**src/rtl/spi_csdec_pkg.sv**
```systemverilog
package spi_csdec_pkg;

    typedef enum logic [1:0] {
        ST_IDLE   = 2'd0,
        ST_ACTIVE = 2'd1,
        ST_HOLD   = 2'd2
    } cs_state_e;

endpackage

```
**src/rtl/csdec_srcmux.sv**
```systemverilog
module csdec_srcmux #(
    parameter int NCS = 4
) (
    input  logic           src_word,
    input  logic [NCS-1:0] mr_code,
    input  logic [NCS-1:0] word_code,
    output logic [NCS-1:0] code
);

    always_comb begin
        if (src_word) code = word_code;
        else          code = mr_code;
    end

endmodule

```
**src/rtl/csdec_resolve.sv**
```systemverilog
module csdec_resolve #(
    parameter int NCS   = 4,
    parameter int SET_W = 2
) (
    input  logic             dec_mode,
    input  logic [NCS-1:0]   code,
    output logic [NCS-1:0]   lines,
    output logic [SET_W-1:0] set_idx,
    output logic             none
);

    // ones_below[i] is 1 when every code bit under position i is 1
    logic [NCS:0]     ones_below;
    logic [NCS-1:0]   pick;
    logic [SET_W-1:0] set_dir;

    assign ones_below[0] = 1'b1;

    genvar g;
    generate
        for (g = 0; g < NCS; g++) begin : g_prio
            assign ones_below[g+1] = ones_below[g] & code[g];
            assign pick[g]         = ones_below[g] & ~code[g];
        end
    endgenerate

    always_comb begin
        set_dir = '0;
        for (int i = 0; i < NCS; i++) begin
            if (pick[i]) set_dir = SET_W'(i);
        end
    end

    always_comb begin
        if (dec_mode) begin
            lines   = code;
            set_idx = code[NCS-1 -: SET_W];
            none    = &code;
        end else begin
            lines   = ~pick;
            set_idx = set_dir;
            none    = ~|pick;
        end
    end

    always_comb begin
        assert ($countones(pick) <= 1) else $error("AST_ONE_PICK");
    end

endmodule

```
**src/rtl/csdec_fsm.sv**
```systemverilog
module csdec_fsm
    import spi_csdec_pkg::*;
#(
    parameter int NCS   = 4,
    parameter int SET_W = 2
) (
    input  logic             clk,
    input  logic             rst_n,
    input  logic             word_load,
    input  logic             xfer_end,
    input  logic             keep_act,
    input  logic             dec_mode,
    input  logic [NCS-1:0]   res_lines,
    input  logic [SET_W-1:0] res_set,
    input  logic             res_none,
    output logic [NCS-1:0]   cs_n,
    output logic [SET_W-1:0] cfg_set,
    output logic             no_target
);

    cs_state_e state_q, state_d;
    logic      dec_q;

    // next-state decision
    always_comb begin
        state_d = state_q;
        unique case (state_q)
            ST_IDLE: begin
                if (word_load) state_d = ST_ACTIVE;
            end
            ST_ACTIVE: begin
                if (word_load)     state_d = ST_ACTIVE;
                else if (xfer_end) state_d = keep_act ? ST_HOLD : ST_IDLE;
            end
            ST_HOLD: begin
                if (word_load)      state_d = ST_ACTIVE;
                else if (!keep_act) state_d = ST_IDLE;
            end
            default: state_d = ST_IDLE;
        endcase
    end

    // state register
    always_ff @(posedge clk or negedge rst_n) begin
        if (!rst_n) state_q <= ST_IDLE;
        else        state_q <= state_d;
    end

    // output registers: touched only at loads and on release
    always_ff @(posedge clk or negedge rst_n) begin
        if (!rst_n) begin
            cs_n      <= '1;
            cfg_set   <= '0;
            no_target <= 1'b1;
            dec_q     <= 1'b0;
        end else if (word_load) begin
            cs_n      <= res_lines;
            cfg_set   <= res_set;
            no_target <= res_none;
            dec_q     <= dec_mode;
        end else if (state_d == ST_IDLE && state_q != ST_IDLE) begin
            cs_n      <= '1;
            cfg_set   <= '0;
            no_target <= 1'b1;
            dec_q     <= 1'b0;
        end
    end

    AST_IDLE_HIGH: assert property (@(posedge clk) disable iff (!rst_n)
        (state_q == ST_IDLE) |-> (cs_n == '1 && cfg_set == '0));

    AST_DIRECT_ONE: assert property (@(posedge clk) disable iff (!rst_n)
        !dec_q |-> ($countones(~cs_n) <= 1));

    AST_DEC_SET: assert property (@(posedge clk) disable iff (!rst_n)
        (dec_q && state_q != ST_IDLE) |-> (cfg_set == cs_n[NCS-1 -: SET_W]));

    AST_NT_LINES: assert property (@(posedge clk) disable iff (!rst_n)
        no_target == (cs_n == '1));

    AST_QUIET_STABLE: assert property (@(posedge clk) disable iff (!rst_n)
        (state_q == ST_ACTIVE && !word_load && !xfer_end) |=> $stable(cs_n));

    AST_END_RELEASE: assert property (@(posedge clk) disable iff (!rst_n)
        (state_q == ST_ACTIVE && xfer_end && !word_load && !keep_act) |=> (cs_n == '1));

endmodule

```
**src/rtl/spi_cs_decoder.sv**
```systemverilog
module spi_cs_decoder #(
    parameter int NCS = 4
) (
    input  logic                   clk,
    input  logic                   rst_n,
    input  logic                   decode_en,
    input  logic                   src_word,
    input  logic [NCS-1:0]         mr_code,
    input  logic [NCS-1:0]         word_code,
    input  logic                   word_load,
    input  logic                   xfer_end,
    input  logic                   keep_act,
    output logic [NCS-1:0]         cs_n,
    output logic [$clog2(NCS)-1:0] cfg_set,
    output logic                   no_target,
    output logic                   mfault_en
);

    localparam int SET_W = $clog2(NCS);

    logic [NCS-1:0]   code;
    logic [NCS-1:0]   res_lines;
    logic [SET_W-1:0] res_set;
    logic             res_none;

    csdec_srcmux #(.NCS(NCS)) u_src (
        .src_word  (src_word),
        .mr_code   (mr_code),
        .word_code (word_code),
        .code      (code)
    );

    csdec_resolve #(.NCS(NCS), .SET_W(SET_W)) u_res (
        .dec_mode (decode_en),
        .code     (code),
        .lines    (res_lines),
        .set_idx  (res_set),
        .none     (res_none)
    );

    csdec_fsm #(.NCS(NCS), .SET_W(SET_W)) u_fsm (
        .clk       (clk),
        .rst_n     (rst_n),
        .word_load (word_load),
        .xfer_end  (xfer_end),
        .keep_act  (keep_act),
        .dec_mode  (decode_en),
        .res_lines (res_lines),
        .res_set   (res_set),
        .res_none  (res_none),
        .cs_n      (cs_n),
        .cfg_set   (cfg_set),
        .no_target (no_target)
    );

    // mode-fault sensing on line 0 is blocked while the select is kept active
    assign mfault_en = ~keep_act;

endmodule

```
**config.mk**
```make
export PLATFORM = sky130hd
export DESIGN_NAME = spi_cs_decoder
export DESIGN_NICKNAME = d
export VERILOG_FILES = /design/src/rtl/spi_csdec_pkg.sv /design/src/rtl/csdec_srcmux.sv /design/src/rtl/csdec_resolve.sv /design/src/rtl/csdec_fsm.sv /design/src/rtl/spi_cs_decoder.sv
export SDC_FILE = /design/constraint.sdc
export NUM_CORES = 1
export LEC_CHECK = 0
export ABC_AREA = 1
export BUFFER_PORTS_ARGS = -buffer_cell sky130_fd_sc_hd__buf_2
export CAP_MARGIN = 20
export CORE_MARGIN = 1
export CORE_UTILIZATION = 35
export DETAILED_ROUTE_END_ITERATION = 16
export PLACE_DENSITY_LB_ADDON = 0.2
export SYNTH_ARGS = -nofsm -noshare
export SYNTH_HDL_FRONTEND = slang
export SYNTH_SLANG_ARGS = --single-unit
```
**constraint.sdc**
```tcl
create_clock -name clk -period 1.05 [get_ports clk]
set_input_delay 0.21 -clock clk [delete_from_list [all_inputs] [get_ports clk]]
set_output_delay 0.21 -clock clk [all_outputs]
set_load 0.03 [all_outputs]
```
* Word level (Yosys, flattened, before mapping) *
Index checks and enable logic that the tools add are counted.

operators by class
  reduce and logical (&&, ||, !) cells = 8
  equality and inequality tests = 2
  shift-type cells = 0
  divide/modulo/power cells = 0
  order comparisons = 0
  multiply operators = 0
  add/subtract/negate cells = 0
  muxes and demuxes = 20
  bitwise operators = 11

operators by type and width
  kind                  number
  $mux W2               11
  $mux W4               4
  $pmux W2 S3           1
  $and A1 B1 Y1         5
  $not A1 Y1            5
  $logic_not A2 Y1      2
  $mux W1               4
  $not A4 Y4            1
  $reduce_and A4 Y1     1
  $reduce_bool A2 Y1    2
  $reduce_or A4 Y1      1
  $eq A2 B1 Y1 const B  1
  $eq A2 B2 Y1 const B  1
  $logic_and A1 B1 Y1   1
  $logic_not A1 Y1      1

storage, ports and cells
  memories kept = 0
  output and inout bits = 8
  latch bits = 0
  flip-flop bits (word level) = 9
  input bits = 15
  logic and storage cells = 45
  ROM bits = 0
  RAM bits = 0

* Longest topological paths before layout *
  word-level depth = 8
  depth in mapped cells = 9
  mapped depth without buffers = 9

* Cells and area by module *
Synthesis repeated with hierarchy kept, for this count alone.

second synthesis, totals
  cell total of the unflattened synthesis = 81
  area, all modules = 573.0 um^2

by module, submodules not included
  module          instances  sequential area each (um^2)  cells each  area an instance (um^2)
  csdec_fsm       1          231.5                        48          426.7
  csdec_resolve   1          0.0                          19          93.8
  csdec_srcmux    1          0.0                          13          48.8
  spi_cs_decoder  1          0.0                          1           3.8

* Worst setup path after synthesis *
No wires, ideal clock.

  path kind = register to register
  start = register u_fsm.state_q[0]
  end = register u_fsm.cs_n[1]
  clock period less this slack = 1.087 ns
  data required time = 0.974 ns
  stages on the path, launching flop included = 9
  library setup time = 0.076 ns
  arrival = 1.011 ns
  setup slack = -0.037 ns
  path buffers = 0
  cells stage by stage = dfrtp_1 nand2_1 inv_1 nor2_1 nand3_4 nand2_4 nand2_4 nand2_1 nand2_1

between the ends
  word-level cells in the longest chain between the ends = 6
  elaborated cells on any way between the ends = 13
  classes of those cells = eq/ne (2); mux (6); reduce/logical (5)

RTL lines
  element                           line                              RTL
  start: declaration                csdec_fsm.sv:21                   cs_state_e state_q, state_d;
  start signal: assignment          csdec_fsm.sv:46                   else state_q <= state_d;
  $mux W2 (on tied branches)        csdec_fsm.sv:37, csdec_fsm.sv:33
  $mux W2 (on tied branches)        csdec_fsm.sv:36, csdec_fsm.sv:32
  $pmux W2 S3                       csdec_fsm.sv:27                   unique case (state_q)
  $logic_not A2 Y1                  csdec_fsm.sv:61                   end else if (state_d == ST_IDLE && state_q != ST_IDLE) begin
  $logic_and A1 B1 Y1 (*)           csdec_fsm.sv:61
  $reduce_bool A2 Y1 (no line) (*)  --
  end signal: assignment            csdec_fsm.sv:57                   cs_n <= res_lines;
  end: declaration                  csdec_fsm.sv:16                   output logic [NCS-1:0] cs_n,

Every way passes the cells marked *; elsewhere a longest branch is shown, timed or not.
A chain may end at the register's enable or synchronous reset.

* Final worst setup path *
Same ends and word-level chain as after synthesis.

==> impl_metrics.tcl <==
set metrics [dict create \
    dp_worst_setup_slack_ns -0.0960 \
    vias_per_cell 4.40 \
    status "finished, violations left" \
    cts.htree.levels 1 \
    die_area_um2 1970 \
    ant_nets 0 \
    firstDrtPassIters 4 \
    ff2ff_path_depth 7 \
    critPathKind "reg2reg" \
    use_met1_pct 21.0 \
    synthesis.nets 111 \
    leakage_nw 0.558 \
    slew_violations 0 \
    drive_gt1_share_pct 44.6 \
    whs_ns 0.284 \
    antenna_found_initial 0 \
    synth_area_um2 628 \
    clock_latency_ns 0.26 \
    synth_compound_area_share_pct 5.78 \
    clock-root-buffer "clkbuf_4" \
    cts_tree "done" \
    synth-seq-cells 9 \
    crit_path_end_kind "register" \
    min_path_type "in2reg" \
    postSynthCellCount 96 \
    fin_tns_setup_ns -1.28 \
    wire_per_inst_um 10.0 \
    final_nets 146 \
    vias 677 \
    hold-path-endpoint "u_fsm.cfg_set[0]" \
    worst_pin_slew_ns 0.235 \
    coreArea_um2 1590 \
    num_antenna_cells 0 \
    routabilityCongestion 0.771 \
    grt_pass1_vias 628 \
    rows 14 \
    rr_startpoint "u_fsm.state_q[0]" \
    drtIter0Drc 5 \
    clock-sinks 9 \
    io_buffers 22 \
    start_kind "register" \
    crit_required_ns 1.25 \
    post-route-drc-count 0 \
    grt_usage_pct 17.5 \
    multi_input_area_um2 363 \
    ys_warn_count 0 \
    grt_max_degree 10 \
    max_freq_ghz 0.847 \
    wl_um 1550 \
    clkTransAtPathRegs_ns 0.06 \
    synth-adder-area-share_pct 0 \
    worst_r2r_endpoint "u_fsm.cs_n[1]" \
    holdPathStages 5 \
    rsz0062_at_grt "yes" \
    hpwlAfterDp_um 1060 \
    fp.dieW_um 44.4 \
    cts.path.max_buffers 2 \
    post-route-period-util_pct 112 \
    setup_slack_ns -0.131 \
    period_needed_ns 1.18 \
    use_met2_pct 28.8 \
    num_io_pins 23 \
    area_delta_synth_final_pct 53.2 \
    ir_drop_mv 0.909 \
    synth_top_family_by_area "simple AND/OR/NAND/NOR gates" \
    clock-skew-final_ns 0.00726 \
    violations "setup timing" \
    seq_area_frac_synth_pct 36.9 \
    worstHoldStart "decode_en" \
    synth_xor_area_share_pct 0 \
    muxShareOfSynthArea_pct 0 \
    top_usage_layer "met2" \
    grt_pass1_wl_um 2510 \
    hold_violations 0 \
    nFillCells 158 \
    gr-usage-met3_pct 9.39 \
    synthSimpleGateAreaFrac_pct 43.2 \
    floorplan.initialDensity_pct 39.4 \
    synth_cell_types 17 \
    crit_fanout 8 \
    overflow 0 \
    final-setup-viol-count 13 \
    die_y_um 44.4 \
    power_density_nw_per_um2 1220 \
    cts_buffers 3 \
    postSynthAreaPerCell_um2 6.54 \
    cp_data_arrival_time_ns 1.38 \
    ff_latch_area_um2 231 \
    max-slew-margin-rel_pct 84.2 \
    r2r_setup_slack_ns -0.13 \
    drv_cap 0 \
]
stage by stage:
| step | area (um^2) | util, % | instances | total power [W] |
|---|---|---|---|---|
| after floorplan | 631 | - | 96 | 0.000680 |
| after global placement | 793 | 49.8 | 145 | 0.000790 |
| after detailed placement | 793 | 49.8 | 145 | 0.000795 |
| after CTS | 901 | 56.5 | 152 | 0.00113 |
| after global routing | 962 | 60.4 | 154 | 0.00125 |
| final | 962 | 60.4 | 154 | 0.00117 |
layer usage:
metal	wire length, um	share of wire, %	vias up
li1	-	-	352
met1	680	44	304
met2	753	49	19
met3	95	6.1	2
met4	17	1.1	0
met5	0	0	-
worst max-delay path by stage:
stage / slack (ns) / endpoint / from / cells past startpoint
2_1_floorplan: 0.006 / u_fsm.cs_n[1] / u_fsm.state_q[0] / 8
3_3_place_gp: -0.07 / u_fsm.cs_n[0] / u_fsm.state_q[0] / 8
3_5_place_dp: -0.1 / u_fsm.no_target / u_fsm.state_q[0] / 8
4_1_cts: -0.1 / no_target / u_fsm.no_target / 1
5_1_grt: -0.17 / u_fsm.cs_n[1] / u_fsm.state_q[0] / 7
6_report: -0.13 / u_fsm.cs_n[1] / u_fsm.state_q[0] / 7
cell usage in the layout, fill, tap and decap left out, drive strengths merged:
master,count
nor2,4
dfstp,5
o211ai,1
o21ai,3
clkbuf,4
inv,21
dfrtp,4
a21oi,2
dlygate4sd3,1
buf,30
nand3,10
nand2,45
logic make-up (layout without fill, tap and decap cells):
family | count (synthesis) | in the layout
simple gates | 59 | 59
flops | 9 | 9
buf+inv | 22 | 56
compound gates | 6 | 6
what timing repair did:
item / CTS / global route
cloned: 0 / 0
setup buffers: 2 / 2
setup endpoints to repair: 12 / 15
gates resized for setup: 18 / 14
endpoints found under the hold margin: 4 / 0
pin swaps: 6 / 7
hold buffers: 1 / 0
cells in the mapped netlist:
| cell type | number | area [um^2] |
|---|---|---|
| nand2_1 | 42 | 158 |
| inv_1 | 18 | 67.6 |
| nand3_1 | 9 | 45.0 |
| dfstp_2 | 5 | 131 |
| dfrtp_1 | 4 | 100 |
| nand2_4 | 3 | 33.8 |
| nor2_1 | 3 | 11.3 |
| inv_2 | 2 | 7.51 |
| o21ai_0 | 2 | 10.0 |
| a21oi_1 | 1 | 5.00 |
| a21oi_2 | 1 | 8.76 |
| buf_4 | 1 | 7.51 |
| inv_4 | 1 | 6.26 |
| nand3_4 | 1 | 17.5 |
| nor2_2 | 1 | 6.26 |
| o211ai_1 | 1 | 7.51 |
| o21ai_1 | 1 | 5.00 |
final cells by class:
| cell class | count | share of cell area, % |
|---|---|---|
| Inverter | 21 | 8.71 |
| Sequential cell | 9 | 24.1 |
| Timing Repair Buffer | 31 | 23.7 |
| Multi-Input combinational cell | 65 | 37.7 |
| Tap cell | 24 | 3.12 |
| Clock buffer | 4 | 2.73 |
sequential cells by signal (all words and copies together), names as in the netlist:
signal           cells
u_fsm.cfg_set        2
u_fsm.cs_n           4
u_fsm.no_target      1
u_fsm.state_q        2
power by group:
group / leakage [nW] / internal, W / switching (W) / total (W)
Combinational: 0.441 / 0.000195 / 0.000271 / 0.000466
Clock: 0.0150 / 0.000146 / 0.000118 / 0.000265
Sequential: 0.102 / 0.000410 / 0.0000338 / 0.000444
critical path, stage by stage, from the launching register on:
cell	delay, ns
dfrtp_1	0.40
nand2_2	0.09
buf_6	0.12
a21oi_4	0.20
nand2_8	0.11
nand2_8	0.09
nand2_2	0.04
nand2_1	0.06
Note: power is estimated with default switching activity, not from simulation.
